File: src/rtl/cic_pkg.sv
package cic_pkg;

  // Output form selected at build time
  typedef enum logic {
    OUT_TRUNC = 1'b0,
    OUT_WIDE  = 1'b1
  } cic_out_e;

  // Lowest accumulator bit kept in truncated mode: the cascade gain is
  // RATE^ORDER / RATE, i.e. 2^((ORDER-1)*log2(RATE))
  function automatic int gain_shift(input int order, input int rate_log2);
    return (order - 1) * rate_log2;
  endfunction

endpackage

File: src/rtl/cic_comb_stage.sv
module cic_comb_stage #(
  parameter int W = 28
) (
  input  logic         clk,
  input  logic         rst,
  input  logic         v_in,
  input  logic [W-1:0] d_in,
  output logic         v_out,
  output logic [W-1:0] d_out,
  output logic [W-1:0] hold
);

  // Modulo-2^W difference of the current and the previous input-rate sample
  function automatic logic [W-1:0] comb_diff(input logic [W-1:0] cur,
                                             input logic [W-1:0] prev);
    return cur - prev;
  endfunction

  always_ff @(posedge clk) begin
    if (rst) begin
      v_out <= 1'b0;
      d_out <= '0;
      hold  <= '0;
    end else begin
      v_out <= v_in;
      if (v_in) begin
        d_out <= comb_diff(d_in, hold);
        hold  <= d_in;
      end
    end
  end

endmodule

File: src/rtl/cic_integ_stage.sv
module cic_integ_stage #(
  parameter int W = 28
) (
  input  logic         clk,
  input  logic         rst,
  input  logic [W-1:0] d_in,
  output logic [W-1:0] acc
);

  logic [W-1:0] pipe_q;

  // Modulo-2^W running sum step
  function automatic logic [W-1:0] integ_step(input logic [W-1:0] acc_cur,
                                              input logic [W-1:0] inc);
    return acc_cur + inc;
  endfunction

  always_ff @(posedge clk) begin
    if (rst) begin
      pipe_q <= '0;
      acc    <= '0;
    end else begin
      pipe_q <= d_in;
      acc    <= integ_step(acc, pipe_q);
    end
  end

endmodule

File: src/rtl/cic_upsampler.sv
module cic_upsampler
  import cic_pkg::*;
#(
  parameter int       IN_W     = 16,
  parameter int       ACC_W    = 28,
  parameter int       RATE     = 16,
  parameter int       ORDER    = 3,
  parameter cic_out_e OUT_MODE = OUT_TRUNC,
  parameter int       OUT_W    = (OUT_MODE == OUT_WIDE) ? ACC_W : IN_W
) (
  input  logic             clk,
  input  logic             rst,
  input  logic             in_strobe,
  input  logic [IN_W-1:0]  in_sample,
  output logic [OUT_W-1:0] out_sample
);

  localparam int RATE_LOG2 = $clog2(RATE);
  localparam int SHIFT     = gain_shift(ORDER, RATE_LOG2);
  localparam int EXT_W     = ACC_W - IN_W;

  // Comb chain: index 0 is the widened input, index ORDER feeds the expander
  logic [ORDER:0]   c_v;
  logic [ACC_W-1:0] c_d [ORDER+1];
  logic [ACC_W-1:0] c_h [ORDER];

  // Integrator chain: index 0 is the zero-stuffed word
  logic [ACC_W-1:0] i_d [ORDER+1];

  // Named internal events for the checker
  logic             feed_valid;
  logic [ACC_W-1:0] feed_word;

  assign c_v[0] = in_strobe;
  assign c_d[0] = {{EXT_W{in_sample[IN_W-1]}}, in_sample};

  for (genvar g = 0; g < ORDER; g++) begin : g_comb
    cic_comb_stage #(.W(ACC_W)) u_comb (
      .clk   (clk),
      .rst   (rst),
      .v_in  (c_v[g]),
      .d_in  (c_d[g]),
      .v_out (c_v[g+1]),
      .d_out (c_d[g+1]),
      .hold  (c_h[g])
    );
  end

  // Rate expander: the difference result on its one valid tick, zero otherwise
  assign feed_valid = c_v[ORDER];
  assign feed_word  = feed_valid ? c_d[ORDER] : '0;
  assign i_d[0]     = feed_word;

  for (genvar g = 0; g < ORDER; g++) begin : g_integ
    cic_integ_stage #(.W(ACC_W)) u_integ (
      .clk  (clk),
      .rst  (rst),
      .d_in (i_d[g]),
      .acc  (i_d[g+1])
    );
  end

  if (OUT_MODE == OUT_WIDE) begin : g_out_wide
    assign out_sample = i_d[ORDER];
  end else begin : g_out_trunc
    assign out_sample = i_d[ORDER][SHIFT +: IN_W];
  end

endmodule

File: config.mk
export PLATFORM = sky130hd
export DESIGN_NAME = cic_upsampler
export DESIGN_NICKNAME = d
export VERILOG_FILES = /design/src/rtl/cic_pkg.sv /design/src/rtl/cic_comb_stage.sv /design/src/rtl/cic_integ_stage.sv /design/src/rtl/cic_upsampler.sv
export SDC_FILE = /design/constraint.sdc
export NUM_CORES = 1
export LEC_CHECK = 0
export BUFFER_PORTS_ARGS = -buffer_cell sky130_fd_sc_hd__buf_4
export CORE_ASPECT_RATIO = 0.7
export CORE_MARGIN = 3
export CORE_UTILIZATION = 65
export CTS_BUF_LIST = sky130_fd_sc_hd__clkbuf_8
export DETAILED_ROUTE_END_ITERATION = 12
export PLACE_DENSITY = 0.82
export SLEW_MARGIN = 15
export SYNTH_ARGS = -nofsm -noshare
export SYNTH_HDL_FRONTEND = slang
export SYNTH_HIERARCHICAL = 1
export SYNTH_SLANG_ARGS = --single-unit
File: constraint.sdc
create_clock -name clk -period 6 [get_ports clk]
set_input_delay 1.2 -clock clk [delete_from_list [all_inputs] [get_ports clk]]
set_output_delay 1.2 -clock clk [all_outputs]
set_load 0.005 [all_outputs]
Word level (Yosys, flattened, before mapping). Index checks and enable logic that the tools add are counted.

Add/sub/neg operators: 6. Bitwise gates (word level): 1. Reduce and logical (&&, ||, !) cells: 1.

Operators by type and width (count): adder 28 bit (3); subtractor 28 bit (2); subtractor 16 x 16 -> 17 bit (1); OR reduction 2 bit (1); inverter 1 bit (1).

Bits in registers: 327. Input bits: 19. Output and inout port bits: 16.

Logic depth before layout (Yosys ltp). Gate-level depths: netlist of run 1.

Word-level depth: 2. Mapped depth: 10. Depth with buffers taken out: 10.

Hierarchy. Netlist of run 1, hierarchy kept.

By module, submodules not included: cic_integ_stage (times used 3, cells an instance 321, area an instance 2906.5 µm²); cic_comb_stage (g_comb[1].u_comb ...) (times used 2, cells an instance 440, area an instance 3648.5 µm²); cic_comb_stage (g_comb[0].u_comb) (times used 1, cells an instance 446, area an instance 3617.2 µm²); cic_upsampler (times used 1, cells an instance 30, area an instance 225.2 µm²).

Worst setup path after synthesis of run 1. OpenSTA, ideal clock, no wires.

Kind: input-to-reg. Start: input port in_sample[0]. End: register g_comb[0].u_comb.d_out[22]. Library setup time: 131 ps. Data arrival time: 2971 ps. Data required time: 5869 ps. Path slack: 2898 ps. Stages: 10. Path buffers: 0. Cells stage by stage: inv_1 > ha_1 > fa_1 > nor2b_1 > o2111ai_2 > a211oi_2 > nor3_4 > a211oi_1 > or4_1 > o311ai_1.

Cells in the longest elaborated chain, start to end: 1.

Ends and longest elaborated chain: start, declared (RTL line cic_upsampler.sv:14) `input logic [IN_W-1:0] in_sample,`; subtractor 16 x 16 -> 17 bit (RTL line cic_comb_stage.sv:16) `return cur - prev;`; end signal, assigned (RTL line cic_comb_stage.sv:27) `d_out <= comb_diff(d_in, hold);`; end, declared (RTL line cic_comb_stage.sv:9) `output logic [W-1:0] d_out,`.

No other way between the ends. A chain may end at the register's enable or synchronous reset.

Worst setup path in the final report of run 1. Same ends and word-level chain as after synthesis.

==> results.json, run 1 <==
{
  "hp-class": "reg -> reg",
  "grt_max_degree": 141,
  "insertedDiodeCount": 0,
  "die_w_um": 197,
  "status": "finished clean",
  "clk_pin_slew_worst_paths_ns": 0.06,
  "drt_iter0_markers": 819,
  "initial_core_util_pct": 66.6,
  "die_h_um": 140,
  "hold_viol_final": 0,
  "cts_setup_buffers": 0,
  "finalCritPeriodShare_pct": 49.4,
  "place_congestion": 0.895,
  "clkPwrFrac_pct": 35.6,
  "detail-route-antenna-nets": 0,
  "tns_ns": 0,
  "maxSlewViolCount": 0,
  "numCtsBuffers": 45,
  "drcViolationCount": 0,
  "p_comb_share_pct": 22.9,
  "fmax_mhz": 337,
  "ir_drop_uv": 233,
  "cp-start-kind": "input port",
  "p_int_mw": 3.48,
  "cts-htree-levels": 2,
  "fp.coreArea_sq_um": 24900,
  "switching_share_pct": 30.6,
  "place_area_sq_um": 16900,
  "ys_warn_count": 6,
  "power.net_switching_mw": 1.53,
  "min_path_cells": 2,
  "fin_cells": 2245,
  "die_area_sq_um": 27500,
  "portBuffers": 34,
  "viasPerCell": 5.82,
  "nets": 2053,
  "maxCapViolations": 0,
  "postCtsResizedCells": 0,
  "utilization_pct": 71.8,
  "min_from": "g_comb[2].u_comb/d_out[19]",
  "min_period_ns": 2.96,
  "ios": 35,
  "worstMarginPinSlew_ns": 0.870,
  "cts.sinks": 291,
  "power_frac_seq_pct": 41.5,
  "synth_cells": 1894,
  "required_ns": 6.42,
  "drt_wl_total_um": 35600,
  "dpl.hpwl_um": 25700,
  "end_kind": "flip-flop",
  "placed_cells_incl_taps": 2162,
  "antenna_found_initial": 0,
  "syn_to_final_growth_pct": 7.76,
  "root_buffer": "clkbuf_8",
  "setup_viol": 0,
  "clock_skew_ns": 0.0134,
  "cts_buffer_depth": 3,
  "syn_area_per_cell_sq_um": 8.75,
  "syn_area_sq_um": 16600,
  "wl_per_cell_um": 15.9,
  "max_slew_margin_pct": 42.0,
  "grt_pass1_wl_um": 59500,
  "via_count": 13100,
  "grt_overflow_total": 0,
  "postCtsHoldBufs": 0,
  "grt_usage_pct": 25.7,
  "final_area_sq_um": 17900,
  "arrival_ns": 3.39,
  "rsz0062_at_grt": "no",
  "r2r-start": "g_integ[2].u_integ/acc[0]",
  "fill_cells": 1928,
  "p_leak_nw": 7.66,
  "cts_tree": "built",
  "clk_latency_ns": 0.57,
  "first_pass_iters": 6,
  "drive_gt1_share_pct": 10.6,
  "path_class": "in -> reg",
  "path_max_fanout": 5,
  "synth_nets": 2063,
  "row_count": 48,
  "reg2reg_depth": 9,
  "grt_pass1_vias": 12400,
  "power.density_nw_per_um2": 281,
  "startpoint": "in_sample[0]"
}
==> layout make-up <==
type                       count  area [sq um]  area share (%)
tap                          325           407            2.28
clock buffer                  58           798            4.47
clock inverter                25           186            1.04
multi-input combinational   1407          9950            55.7
sequential                   291          5830            32.6
inverter                     101           379            2.12
timing repair buffer          38           305            1.71
==> final timing paths <==
path         slack, ns                          to
max               3.04  g_comb[0].u_comb/d_out[22]
min               0.44  g_comb[2].u_comb/d_out[19]
max reg2reg       3.14  g_integ[2].u_integ/acc[20]
min reg2reg       0.44  g_comb[2].u_comb/d_out[19]
==> registers in the layout, indices dropped and copies added (netlist names) <==
register and flops:
g_comb.u_comb/v_out 3, g_integ.u_integ/pipe_q 72, g_comb.u_comb/hold 72, g_comb.u_comb/d_out 72, g_integ.u_integ/acc 72
==> layer usage <==
metal  vias up  GRT usage [%]  wire [um]
met1      6023           39.2      18100
met3        45           5.66       2780
met5         -              0          0
met4         0           5.02        426
li1       6570              -          -
met2       422           37.2      14300
==> worst max-delay path, stage by stage <==
cell and delay [ns]:
buf_4 0.09, inv_1 0.03, ha_1 0.21, fa_1 0.39, nor2b_1 0.25, o2111ai_2 0.21
a211oi_2 0.33, nor3_4 0.09, a211oi_1 0.32, or4_1 0.17, o311ai_1 0.08
==> cells in the final DEF (no fill, tap or decap), types with 31 or more instances in the layout <==
cell	count
dfxtp_1	289
nor2_1	221
ha_1	144
a21oi_1	131
nand2_1	115
inv_1	114
nor2b_1	105
mux2i_1	93
o21ai_0	78
xnor2_1	59
clkbuf_8	58
buf_4	36
nand4_1	33
xor2_1	33
nand2b_1	31
==> power by group through the flow <==
stage	Combinational, mW	Sequential (mW)	Clock, mW
2_1_floorplan	0.905	2.09	0
3_3_place_gp	1.09	2.12	0
3_5_place_dp	1.11	2.12	0
4_1_cts	1.12	2.08	1.82
5_1_grt	1.27	2.09	1.91
6_report	1.15	2.08	1.78
==> per-stage QoR <==
stage	hold WS, ns	setup slack (ns)	total power [mW]
floorplan	0.417	2.90	3.00
global placement	0.435	2.57	3.21
detailed placement	0.438	2.47	3.23
CTS	0.447	3.08	5.03
global route	0.468	2.85	5.27
finish	0.443	3.04	5.01
Power figures use the tool's default switching activity.
==> inputs of run 2 (changes only) <==
--- a/config.mk
+++ b/config.mk
@@ -5,6 +5,7 @@
 export SDC_FILE = /design/constraint.sdc
 export NUM_CORES = 1
 export LEC_CHECK = 0
+export ABC_AREA = 1
 export BUFFER_PORTS_ARGS = -buffer_cell sky130_fd_sc_hd__buf_4
 export CORE_ASPECT_RATIO = 0.7
 export CORE_MARGIN = 3
==> constraint.sdc (replaced) <==
create_clock -name clk -period 2.9 [get_ports clk]
set_input_delay 0.58 -clock clk [delete_from_list [all_inputs] [get_ports clk]]
set_output_delay 0.58 -clock clk [all_outputs]
set_load 0.005 [all_outputs]
==> results.json, run 2 <==
{
  "postCtsResizedCells": 0,
  "fp.coreArea_sq_um": 29300,
  "fmax_mhz": 450,
  "portBuffers": 34,
  "insertedDiodeCount": 0,
  "viasPerCell": 5.23,
  "arrival_ns": 2.70,
  "die_w_um": 213,
  "clock_skew_ns": 0.0299,
  "place_congestion": 1.04,
  "via_count": 19100,
  "worstMarginPinSlew_ns": 0.857,
  "syn_to_final_growth_pct": 7.09,
  "drt_iter0_markers": 1917,
  "grt_max_degree": 60,
  "power.density_nw_per_um2": 500,
  "hold_viol_final": 0,
  "ios": 35,
  "tns_ns": 0,
  "path_class": "reg -> reg",
  "die_h_um": 151,
  "grt_pass1_wl_um": 86300,
  "max_slew_margin_pct": 42.7,
  "place_area_sq_um": 20100,
  "grt_usage_pct": 33.3,
  "end_kind": "flip-flop",
  "drt_wl_total_um": 53700,
  "maxCapViolations": 0,
  "rsz0062_at_grt": "no",
  "synth_nets": 3371,
  "p_leak_nw": 12.1,
  "cts_tree": "built",
  "drcViolationCount": 0,
  "setup_viol": 0,
  "postCtsHoldBufs": 0,
  "clk_pin_slew_worst_paths_ns": 0.07,
  "cts-htree-levels": 2,
  "nets": 3400,
  "cp-start-kind": "flip-flop",
  "maxSlewViolCount": 0,
  "min_period_ns": 2.22,
  "cts.sinks": 291,
  "antenna_found_initial": 0,
  "die_area_sq_um": 32300,
  "initial_core_util_pct": 66.9,
  "ys_warn_count": 6,
  "dpl.hpwl_um": 42200,
  "row_count": 52,
  "synth_cells": 3202,
  "finalCritPeriodShare_pct": 76.6,
  "grt_overflow_total": 0,
  "first_pass_iters": 6,
  "cts_buffer_depth": 3,
  "mostFrequentLayoutCell": "nand2_1",
  "layout_common_cells": "nand2_1, inv_1, nor2_1, dfxtp_1, a21oi_1",
  "root_buffer": "clkbuf_8",
  "status": "finished clean",
  "syn_area_per_cell_sq_um": 6.11,
  "clk_latency_ns": 0.61,
  "detail-route-antenna-nets": 0,
  "wl_per_cell_um": 14.7,
  "final_area_sq_um": 21000,
  "grt_pass1_vias": 17400,
  "required_ns": 3.38,
  "drive_gt1_share_pct": 7.57,
  "ir_drop_uv": 453,
  "syn_area_sq_um": 19600,
  "cts_setup_buffers": 0,
  "hp-class": "in -> reg",
  "path_max_fanout": 4,
  "numCtsBuffers": 46
}
==> run 2: cell types whose count changed in the layout (fill, tap and decap cells not counted), moves of 32 or more <==
| cell | change |
|---|---|
| nand2_1 | +825 |
| mux2i_1 | -93 |
| inv_1 | +594 |
| nor2b_1 | -105 |
| nand3_2 | +32 |
| xnor2_1 | -50 |
| nand2_2 | +45 |
| o21ai_0 | +72 |
| a21oi_1 | +45 |
| nand3_1 | +111 |
| nor2_1 | +169 |
==> run 2: path summary, 6_finish.rpt <==
path,start,slack [ns],to,cells after the start
setup / recovery,g_comb[1].u_comb/d_out[0],0.68,g_comb[2].u_comb/d_out[16],13
hold / removal,in_sample[0],0.29,g_comb[0].u_comb/hold[0],3
setup reg to reg,g_comb[1].u_comb/d_out[0],0.68,g_comb[2].u_comb/d_out[16],13
hold reg to reg,g_integ[1].u_integ/acc[13],0.43,g_integ[2].u_integ/pipe_q[13],2
==> run 2: through the flow <==
step           std cells  utilization, %  worst slack (ns)  hold WS [ns]  total power [mW]
4_1_cts             3642            71.6             0.731         0.254              10.5
3_5_place_dp        3561            68.6             0.585         0.421              6.97
2_1_floorplan       3202               -             0.871         0.407              6.29
3_3_place_gp        3561            68.6             0.569         0.418              6.92
5_1_grt             3642            71.6             0.548         0.265              11.1
6_report            3642            71.6             0.680         0.286              10.5
==> run 2: cell type report <==
type,instances,area [sq um]
multi-input cells,2147,10800
fillers,2588,8310
flip-flops and latches,291,5830
inverters,695,2610
clock buffers,54,743
well taps,378,473
repair buffers,50,375
clock inverters,27,150
==> run 2: where the power goes <==
group | leakage [nW] | internal [mW] | switching (mW)
combinational | 9.16 | 0.885 | 1.81
sequential | 2.37 | 4.16 | 0.135
clock | 0.524 | 1.79 | 1.71
==> run 2: critical path: stages, from the launching register on <==
cell and delay (ns):
dfxtp_1 0.34, inv_1 0.09, ha_1 0.24, fa_1 0.43, inv_1 0.11, nand3_1 0.07, nand3_1 0.25, nand2_1 0.11
nand2_2 0.10, inv_1 0.04, nor2_1 0.11, o21ai_0 0.10, nand3_1 0.09, nand2_1 0.05
==> run 2: per-layer routing <==
layer | up-vias | routed length (um) | GRT usage (%)
met5 | - | 0 | 0
met4 | 0 | 778 | 7.26
met3 | 69 | 5640 | 6.92
met2 | 746 | 21100 | 48.3
met1 | 8512 | 26200 | 50.7
li1 | 9734 | - | -
